**src/rtl/sar_host_pkg.sv**
```systemverilog
package sar_host_pkg;
    typedef enum logic [2:0] {
        ST_IDLE,
        ST_CONV,
        ST_SCK_LO,
        ST_SCK_HI,
        ST_DONE
    } host_st_e;
endpackage

```
**src/rtl/sar_host_timer.sv**
```systemverilog
module sar_host_timer #(
    parameter int W = 8
) (
    input  logic         clk,
    input  logic         rst_n,
    input  logic         load,
    input  logic [W-1:0] load_val,
    output logic         expired
);
    logic [W-1:0] cnt;

    always_ff @(posedge clk or negedge rst_n) begin
        if (!rst_n)
            cnt <= '0;
        else if (load)
            cnt <= load_val;
        else if (cnt != '0)
            cnt <= cnt - 1'b1;
    end

    assign expired = (cnt == '0);
endmodule

```
**src/rtl/sar_host_shift.sv**
```systemverilog
module sar_host_shift #(
    parameter int CFG_W = 14,
    parameter int RX_W  = 30
) (
    input  logic             clk,
    input  logic             rst_n,
    input  logic             load,
    input  logic [CFG_W-1:0] cfg,
    input  logic             shift_tx,
    input  logic             sample,
    input  logic             sdo_in,
    output logic             din,
    output logic [RX_W-1:0]  rx
);
    logic [CFG_W-1:0] tx;

    always_ff @(posedge clk or negedge rst_n) begin
        if (!rst_n)
            tx <= '0;
        else if (load)
            tx <= cfg;
        else if (shift_tx)
            tx <= {tx[CFG_W-2:0], 1'b0};
    end

    always_ff @(posedge clk or negedge rst_n) begin
        if (!rst_n)
            rx <= '0;
        else if (sample)
            rx <= {rx[RX_W-2:0], sdo_in};
    end

    assign din = tx[CFG_W-1];

    // a sample and a data-out advance never share a clock
    assert_sample_shift_excl_R6: assert property (@(posedge clk) disable iff (!rst_n)
        !(sample && shift_tx));

    // a new word is never loaded in the middle of a burst
    assert_no_load_mid_R3: assert property (@(posedge clk) disable iff (!rst_n)
        !(load && (shift_tx || sample)));
endmodule

```
**src/rtl/sar_cnv_host.sv**
```systemverilog
module sar_cnv_host
    import sar_host_pkg::*;
#(
    parameter int CONV_CYCLES = 64,
    parameter int SCK_HALF    = 2,
    parameter int CFG_RB      = 1,
    parameter int RES_W       = 16,
    parameter int CFG_W       = 14
) (
    input  logic             clk,
    input  logic             rst_n,
    input  logic             start,
    input  logic [CFG_W-1:0] cfg_in,
    output logic [RES_W-1:0] res_data,
    output logic [CFG_W-1:0] res_cfg,
    output logic             res_valid,
    output logic             adc_cnv,
    output logic             adc_sck,
    output logic             adc_din,
    input  logic             adc_sdo
);
    localparam int NBITS = RES_W + ((CFG_RB != 0) ? CFG_W : 0);
    localparam int TMAX  = (CONV_CYCLES > SCK_HALF) ? CONV_CYCLES : SCK_HALF;
    localparam int TW    = $clog2(TMAX + 1);
    localparam int BW    = $clog2(NBITS + 1);

    host_st_e          st, st_nx;
    logic [BW-1:0]     bit_cnt;
    logic              tmr_load, tmr_exp;
    logic [TW-1:0]     tmr_val;
    logic              last_bit, do_sample, do_shift, do_load;
    logic [NBITS-1:0]  rx;
    logic              cnv_q, sck_q, vld_q;

    assign last_bit  = (bit_cnt == BW'(NBITS - 1));
    assign do_load   = (st == ST_IDLE) && start;
    assign do_sample = (st == ST_SCK_LO) && tmr_exp;
    assign do_shift  = (st == ST_SCK_HI) && tmr_exp && !last_bit;

    // next state and timer control
    always_comb begin
        st_nx    = st;
        tmr_load = 1'b0;
        tmr_val  = '0;
        unique case (st)
            ST_IDLE: if (start) begin
                st_nx    = ST_CONV;
                tmr_load = 1'b1;
                tmr_val  = TW'(CONV_CYCLES - 1);
            end
            ST_CONV: if (tmr_exp) begin
                st_nx    = ST_SCK_LO;
                tmr_load = 1'b1;
                tmr_val  = TW'(SCK_HALF - 1);
            end
            ST_SCK_LO: if (tmr_exp) begin
                st_nx    = ST_SCK_HI;
                tmr_load = 1'b1;
                tmr_val  = TW'(SCK_HALF - 1);
            end
            ST_SCK_HI: if (tmr_exp) begin
                st_nx    = last_bit ? ST_DONE : ST_SCK_LO;
                tmr_load = !last_bit;
                tmr_val  = TW'(SCK_HALF - 1);
            end
            ST_DONE: st_nx = ST_IDLE;
            default: st_nx = ST_IDLE;
        endcase
    end

    // state register
    always_ff @(posedge clk or negedge rst_n) begin
        if (!rst_n)
            st <= ST_IDLE;
        else
            st <= st_nx;
    end

    // registered outputs and bit counter
    always_ff @(posedge clk or negedge rst_n) begin
        if (!rst_n) begin
            cnv_q   <= 1'b0;
            sck_q   <= 1'b0;
            vld_q   <= 1'b0;
            bit_cnt <= '0;
        end else begin
            cnv_q <= (st_nx == ST_CONV);
            sck_q <= (st_nx == ST_SCK_HI);
            vld_q <= (st_nx == ST_DONE);
            if (do_load)
                bit_cnt <= '0;
            else if (do_shift)
                bit_cnt <= bit_cnt + 1'b1;
        end
    end

    sar_host_timer #(.W(TW)) u_tmr (
        .clk      (clk),
        .rst_n    (rst_n),
        .load     (tmr_load),
        .load_val (tmr_val),
        .expired  (tmr_exp)
    );

    sar_host_shift #(.CFG_W(CFG_W), .RX_W(NBITS)) u_shf (
        .clk      (clk),
        .rst_n    (rst_n),
        .load     (do_load),
        .cfg      (cfg_in),
        .shift_tx (do_shift),
        .sample   (do_sample),
        .sdo_in   (adc_sdo),
        .din      (adc_din),
        .rx       (rx)
    );

    generate
        if (CFG_RB != 0) begin : g_rb
            assign res_data = rx[NBITS-1 -: RES_W];
            assign res_cfg  = rx[CFG_W-1:0];
        end else begin : g_norb
            assign res_data = rx;
            assign res_cfg  = '0;
        end
    endgenerate

    assign adc_cnv   = cnv_q;
    assign adc_sck   = sck_q;
    assign res_valid = vld_q;

    // idle keeps the link quiet
    assert_idle_quiet_R1: assert property (@(posedge clk) disable iff (!rst_n)
        (st == ST_IDLE) |-> (!adc_sck && !res_valid));

    // the convert line only falls once the conversion timer has run out
    assert_cnv_timed_R2: assert property (@(posedge clk) disable iff (!rst_n)
        $fell(adc_cnv) |-> $past(tmr_exp));

    // a start during a burst does not restart a conversion
    assert_ignore_start_R3: assert property (@(posedge clk) disable iff (!rst_n)
        ((st == ST_SCK_LO || st == ST_SCK_HI) && start) |=> (st != ST_CONV));

    // the serial clock never runs while the convert line is high
    assert_no_sck_in_conv_R4: assert property (@(posedge clk) disable iff (!rst_n)
        adc_cnv |-> !adc_sck);

    // configuration data holds while the serial clock stays high
    assert_din_hold_R5: assert property (@(posedge clk) disable iff (!rst_n)
        (adc_sck && $past(adc_sck)) |-> $stable(adc_din));

    // a result is only flagged after the full burst length
    assert_full_burst_R7: assert property (@(posedge clk) disable iff (!rst_n)
        res_valid |-> (bit_cnt == BW'(NBITS - 1)));

    // the valid strobe lasts one clock
    assert_valid_pulse_R8: assert property (@(posedge clk) disable iff (!rst_n)
        res_valid |=> !res_valid);
endmodule

```
**config.mk**
```make
export PLATFORM = sky130hd
export DESIGN_NAME = sar_cnv_host
export DESIGN_NICKNAME = d
export VERILOG_FILES = /design/src/rtl/sar_host_pkg.sv /design/src/rtl/sar_host_timer.sv /design/src/rtl/sar_host_shift.sv /design/src/rtl/sar_cnv_host.sv
export SDC_FILE = /design/constraint.sdc
export NUM_CORES = 1
export LEC_CHECK = 0
export ABC_CLOCK_PERIOD_IN_PS = 4550
export CAP_MARGIN = 20
export CORE_UTILIZATION = 55
export DETAILED_ROUTE_END_ITERATION = 16
export PLACE_DENSITY = 0.87
export SETUP_SLACK_MARGIN = 0.4
export SLEW_MARGIN = 25
export SYNTH_ARGS = -nofsm -noshare
export SYNTH_HDL_FRONTEND = slang
export SYNTH_SLANG_ARGS = --single-unit
```
**constraint.sdc**
```tcl
create_clock -name clk -period 4.55 [get_ports clk]
set_input_delay 0.91 -clock clk [delete_from_list [all_inputs] [get_ports clk]]
set_output_delay 0.91 -clock clk [all_outputs]
set_load 0.005 [all_outputs]
```
==> flow_metrics.py, run 1 <==
metrics = {
    "status": {
        "status": "completed",
    },
    "placement": {
        "place_area_sq_um": 3290,
        "hpwl_microns": 3280,
        "routabilityCongestion": 0.802,
        "portBuffers": 51,
    },
    "worst_setup_path": {
        "cp_cell_sequence": "clkdlybuf4s50_1, or4b_2, nand2_1, a21oi_1, a31o_2",
        "reg2reg_slack_ps": 2300,
        "setup.worst_path.end": "bit_cnt[2]",
        "timing.rr.end": "u_shf.tx[5]",
        "crit_type": "in2reg",
        "end_kind": "flip-flop",
        "required_ps": 4780,
        "crit_fanout": 10,
        "slowest_stage": "or4b_2",
        "cp.arrival_ps": 2550,
        "reg2reg_from": "u_tmr.cnt[0]",
        "cp-startpoint": "start",
        "slowest_delay_ps": 740,
        "reg2reg_depth": 6,
        "cp-start-kind": "primary input",
    },
    "route": {
        "vias_per_cell": 5.53,
        "ant_nets": 0,
        "drc_errors": 0,
        "avgRoutedWirePerCell_microns": 15.1,
        "drt_iter0_drc": 110,
        "routed_wl_microns": 4930,
        "first_pass_iters": 4,
        "vias": 1809,
    },
    "layout": {
        "layout.nets": 276,
        "final_area_sq_um": 3510,
        "multi_input_area_sq_um": 1120,
        "seqCellArea_sq_um": 1550,
        "final_util_pct": 73.3,
        "syn_to_final_growth_pct": 25.8,
        "drive_gt1_share_pct": 21.2,
        "fillCellCount": 311,
        "diodes": 0,
    },
    "sta": {
        "worstMarginPinSlew_ps": 709,
        "setup_viol": 0,
        "fmax_mhz": 430,
        "finalCritPeriodShare_pct": 51.1,
        "relSlewSlack_pct": 52.6,
        "slew_violations": 0,
        "min_period_ps": 2320,
        "tns_ps": 0,
        "skew_ps": 8.44,
        "finalHoldViolCount": 0,
        "grt_setup_unrepaired": "no",
    },
    "power_and_ir_drop": {
        "p_sw_share_pct": 28.8,
        "p_clk_share_pct": 31.7,
        "power.leakage_nw": 1.73,
        "power_density_nw_per_um2": 469,
        "power_frac_comb_pct": 20.0,
        "internal-power_mw": 1.17,
        "peakVddDrop_mv": 0.325,
        "power.share.sequential_pct": 48.2,
        "power_switching_uw": 474,
    },
    "clock_tree": {
        "cts_hold_buf": 0,
        "cts_resized": 0,
        "worstSkewPairLatency_ps": 340,
        "h-tree-depth": 3,
        "cts_setup_buffers": 0,
        "tritoncts": "yes",
        "cts_buffers": 9,
        "cts.sinks": 62,
        "clk_pin_slew_ps": 70,
        "cts_buffer_depth": 2,
        "ctsRootBufferMaster": "clkbuf_8",
    },
    "global_routing": {
        "antenna_found_initial": 0,
        "grt_pass1_vias": 1792,
        "grt_max_degree": 41,
        "grt.total_usage_pct": 21.5,
        "grt_overflow": 0,
        "grt_pass1_wl_microns": 8550,
    },
    "synth": {
        "synth_warnings": 0,
        "ys_seq_area_share_pct": 55.6,
        "ys_types": 40,
        "syn_area_sq_um": 2790,
        "yosysTopAreaCellShare_pct": 55.6,
        "yosys.area.top_type": "dfrtp_1",
        "syn_inst": 203,
        "synth-seq-cells": 62,
        "synth_nets": 224,
        "syn_area_per_cell_sq_um": 13.7,
        "synth_area_leaders": "dfrtp_1 56%, mux2_4 16%, a22o_1 3.8%",
    },
    "flow_run": {
        "maxCapViolCount": 0,
    },
    "floorplanning": {
        "die_area_sq_um": 5360,
        "core_sq_um": 4790,
        "start_util_pct": 58.3,
        "rows": 25,
        "die_y_microns": 73.2,
        "boundaryPins": 52,
        "die_w_microns": 73.2,
    },
    "hold_path": {
        "worst_hold_path_type": "reg2reg",
    },
}
[worst min-delay path by stage]
| stage | depth (start not counted) | endpoint | from |
|---|---|---|---|
| 2_1_floorplan | 1 | u_shf.tx[12] | u_shf.tx[12] |
| 3_3_place_gp | 1 | u_shf.tx[1] | u_shf.tx[1] |
| 3_5_place_dp | 1 | u_shf.tx[7] | u_shf.tx[7] |
| 4_1_cts | 1 | u_shf.tx[12] | u_shf.tx[12] |
| 5_1_grt | 1 | u_shf.tx[11] | u_shf.tx[11] |
| 6_report | 1 | u_shf.tx[3] | u_shf.tx[3] |
[cell usage after synthesis (all sizes together)]
cell type and count:
a31o 1, o22ai 1, a22o 12, nor2 4, buf 8, a221oi 1, or4b 1, o311a 1
a21oi 8, nor4 1, o31ai 3, o21bai 1, clkbuf 4, nand2 8, mux2 30, a31oi 2
nand4 2, and3 2, a2111oi 1, and2 1, dfrtp 62, o221ai 1, nor4b 1, ha 3
nor3 4, o21ai 5, inv 5, and4 3, or3 5, nor3b 1, nand2b 2, xnor2 1
nand3 4, a21o 12, and3b 1, a211o 1
[per-stage QoR]
step / total power [mW] / cells / setup slack [ps] / hold WS (ps)
after floorplan: 1.01 / 203 / 2490 / 450
after global placement: 1.11 / 311 / 1900 / 463
after detailed placement: 1.13 / 311 / 1890 / 469
after CTS: 1.66 / 327 / 2240 / 486
after global routing: 1.74 / 327 / 2140 / 497
final: 1.65 / 327 / 2230 / 491
[power by group through the flow]
stage / Clock (mW) / Sequential, mW / Combinational (mW)
CTS: 0.535 / 0.792 / 0.334
global placement: 0 / 0.792 / 0.314
detailed placement: 0 / 0.799 / 0.331
floorplan: 0 / 0.757 / 0.253
global route: 0.558 / 0.812 / 0.375
finish: 0.523 / 0.795 / 0.330
[sequential cells by signal, indices dropped and copies added (netlist names)]
signal	cells
st	3
u_tmr.cnt	7
u_shf.tx	14
u_shf.rx	30
res_valid	1
bit_cnt	5
adc_cnv	1
adc_sck	1
[worst max-delay path: cells and delay by family]
kind	cells	cell delay [ps]
simple gates	2	860
compound gates	2	280
buf+inv	1	490
[layout by cell type, fill, tap and decap left out, drive strengths merged, types with 5 or more instances in the layout]
cell	count
nand2	8
or3	5
a22o	12
dfrtp	62
a21o	12
o21ai	5
inv	5
mux2	30
clkbuf	12
a21oi	8
clkdlybuf4s50	50
[cell type report]
cell class                 instances  share of cell area (%)
tap                               67                    2.39
multi-input combinational        124                    31.9
sequential                        62                    44.2
timing repair buffer              53                    14.8
clock inverter                     4                    2.00
clock buffer                      12                    4.14
inverter                           5                   0.535
[per-layer routing]
| layer | vias to the layer above | GRT usage (%) | share of wire (%) |
|---|---|---|---|
| met4 | 0 | 8.93 | 1.2 |
| met5 | - | 0 | 0 |
| met3 | 8 | 7.04 | 5.4 |
| met1 | 891 | 29.3 | 45 |
| met2 | 60 | 31.7 | 48 |
| li1 | 850 | - | - |
[cells by family after synthesis]
group | count (synthesis) | share of synthesized area [%]
muxes | 30 | 16.2
AOI/OAI and AO/OA | 50 | 13.0
xor gates and xnor gates | 1 | 0.314
adders and majority gates | 3 | 1.35
buffers and inverters | 17 | 4.26
and+or+nand+nor | 40 | 9.29
DFF | 62 | 55.6
Power figures use the tool's default switching activity.
==> inputs of run 2 (changes only) <==
- ABC_CLOCK_PERIOD_IN_PS: 4550 -> 1900
- CORE_UTILIZATION: 55 -> 47
- PLACE_DENSITY: 0.87 -> 0.79
- clock period: 4.55 -> 1.9 ns (I/O delays scaled with it)
==> flow_metrics.py, run 2 (synthesis results as in run 1) <==
metrics = {
    "power_and_ir_drop": {
        "internal-power_mw": 2.87,
        "power.leakage_nw": 2.22,
        "p_sw_share_pct": 33.2,
        "power_switching_mw": 1.43,
        "power.share.sequential_pct": 44.6,
        "power_density_nw_per_um2": 1040,
        "peakVddDrop_mv": 0.700,
        "p_clk_share_pct": 23.7,
        "power_mw": 4.30,
        "power_frac_comb_pct": 31.7,
    },
    "layout": {
        "drive_gt1_share_pct": 44.3,
        "largest_reg_flops": 30,
        "regMostFlops": "u_shf.rx",
        "final_util_pct": 73.7,
        "layout_common_cells": "60 x dfrtp_1, 41 x buf_4, 34 x dlygate4sd2_1, 30 x mux2_4, 16 x clkdlybuf4s50_1",
        "final_common_cell": "dfrtp_1",
        "top_regs": "u_shf.rx: 30 flops, u_shf.tx: 14 flops, u_tmr.cnt: 7 flops",
        "syn_to_final_growth_pct": 48.1,
        "layout.nets": 332,
        "diodes": 0,
        "fillCellCount": 367,
    },
    "route": {
        "highest_layer": "met4",
        "vias_per_cell": 5.54,
        "avgRoutedWirePerCell_microns": 18.4,
        "ant_nets": 0,
        "wl_met1_microns": 3050,
        "first_pass_iters": 4,
        "routed_wl_microns": 7150,
        "drt_iter0_drc": 104,
        "drc_errors": 0,
        "wl_met3_microns": 293,
        "vias": 2151,
        "wl_met2_microns": 3710,
    },
    "worst_setup_path": {
        "slowest_delay_ps": 400,
        "required_ps": 2120,
        "cp_cell_sequence": "inv_2, ha_4, nor3b_4, nand2_2, or3_4, buf_12, mux2_4",
        "end_kind": "flip-flop",
        "crit_type": "reg2reg",
        "cp-startpoint": "u_tmr.cnt[1]",
        "cp.arrival_ps": 2120,
        "crit_fanout": 15,
        "slowest_stage": "or3_4",
        "cp-start-kind": "flip-flop",
        "path_delay_family": "simple AND/OR/NAND/NOR gates",
        "reg2reg_from": "u_tmr.cnt[1]",
        "critPathBufInv": 2,
    },
    "sta": {
        "finalHoldViolCount": 0,
        "min_period_ps": 1900,
        "finalCritPeriodShare_pct": 99.9,
        "relSlewSlack_pct": 73.9,
        "grt_setup_unrepaired": "yes",
        "skew_ps": 11.6,
        "tns_ps": 0,
        "whs_ps": 483,
        "setup_viol": 0,
        "slew_violations": 0,
        "worstMarginPinSlew_ps": 389,
        "fmax_mhz": 527,
    },
    "global_routing": {
        "antenna_found_initial": 0,
        "grt_pass1_vias": 2215,
        "grt_max_degree": 49,
        "grt_pass1_wl_microns": 11000,
        "grt.total_usage_pct": 23.2,
        "grt_overflow": 0,
    },
    "placement": {
        "hpwl_microns": 3490,
        "routabilityCongestion": 0.768,
        "portBuffers": 51,
    },
    "clock_tree": {
        "h-tree-depth": 3,
        "cts_buffers": 9,
        "cts.sinks": 62,
        "cts_buffer_depth": 2,
        "worstSkewPairLatency_ps": 340,
        "tritoncts": "yes",
        "ctsRootBufferMaster": "clkbuf_8",
        "clk_pin_slew_ps": 80,
    },
    "floorplanning": {
        "die_y_microns": 79.0,
        "rows": 27,
        "die_w_microns": 79.0,
        "boundaryPins": 52,
        "core_sq_um": 5610,
        "die_area_sq_um": 6250,
        "start_util_pct": 49.7,
    },
    "flow_run": {
        "maxCapViolCount": 0,
    },
    "hold_path": {
        "worst_hold_path_type": "in2async",
    },
    "status": {
        "status": "completed",
    },
}
[run 2: cell types whose count changed in the layout (fill, tap and decap cells not counted), sizes merged, moves of 2 or more]
cell           before  now
buf                 3   56
clkdlybuf4s50      50   16
dlygate4sd2         0   34
bufinv              2    0
[run 2: timing repair]
action                                  in CTS  in global routing
pin swaps                                   18                  7
endpoints found under the setup margin      90                 61
hold endpoints to repair                    14                  0
setup buffers                               38                  3
gates resized for setup                     69                 22
hold buffers                                 1                  0
cloned                                       3                  1
[run 2: area by class of cell]
cell class / count / area, sq um / area share (%)
inverters: 5 / 18.8 / 0.454
clock buffers: 12 / 145 / 3.51
repair buffers: 108 / 1000 / 24.2
multi-input cells: 125 / 1300 / 31.4
well taps: 72 / 90.1 / 2.18
clock inverters: 4 / 22.5 / 0.545
flip-flops and latches: 62 / 1550 / 37.6
[run 2: layer usage]
layer	track usage [%]	vias up
li1	-	968
met1	30.2	1103
met2	38.3	70
met3	5.29	10
met4	7.45	0
met5	0	-
[run 2: path summary, 6_finish.rpt]
check | cells past startpoint | slack [ps] | to
hold reg to reg | 1 | 480 | u_shf.tx[1]
max in group asynchronous | 3 | 820 | st[1]
setup / recovery | 7 | 2 | u_shf.rx[10]
setup reg to reg | 7 | 2 | u_shf.rx[10]
min in group clk | 1 | 480 | u_shf.tx[1]
hold / removal | 2 | 480 | u_shf.rx[21]
[run 2: metrics by stage]
step	instance area, sq um	setup slack [ps]	instances
CTS	3980	44.2	384
detailed placement	3400	-46.1	326
global route	4130	-51.0	388
floorplan	2830	45.6	203
finish	4130	2.04	388
global placement	3400	19.0	326
[run 2: power by group through the flow]
stage / clock (mW) / sequential, mW / combinational, mW
after global routing: 1.09 / 1.96 / 1.47
after CTS: 1.00 / 1.89 / 1.15
after detailed placement: 0 / 1.91 / 0.867
final: 1.02 / 1.92 / 1.36
after floorplan: 0 / 1.82 / 0.634
after global placement: 0 / 1.90 / 0.825
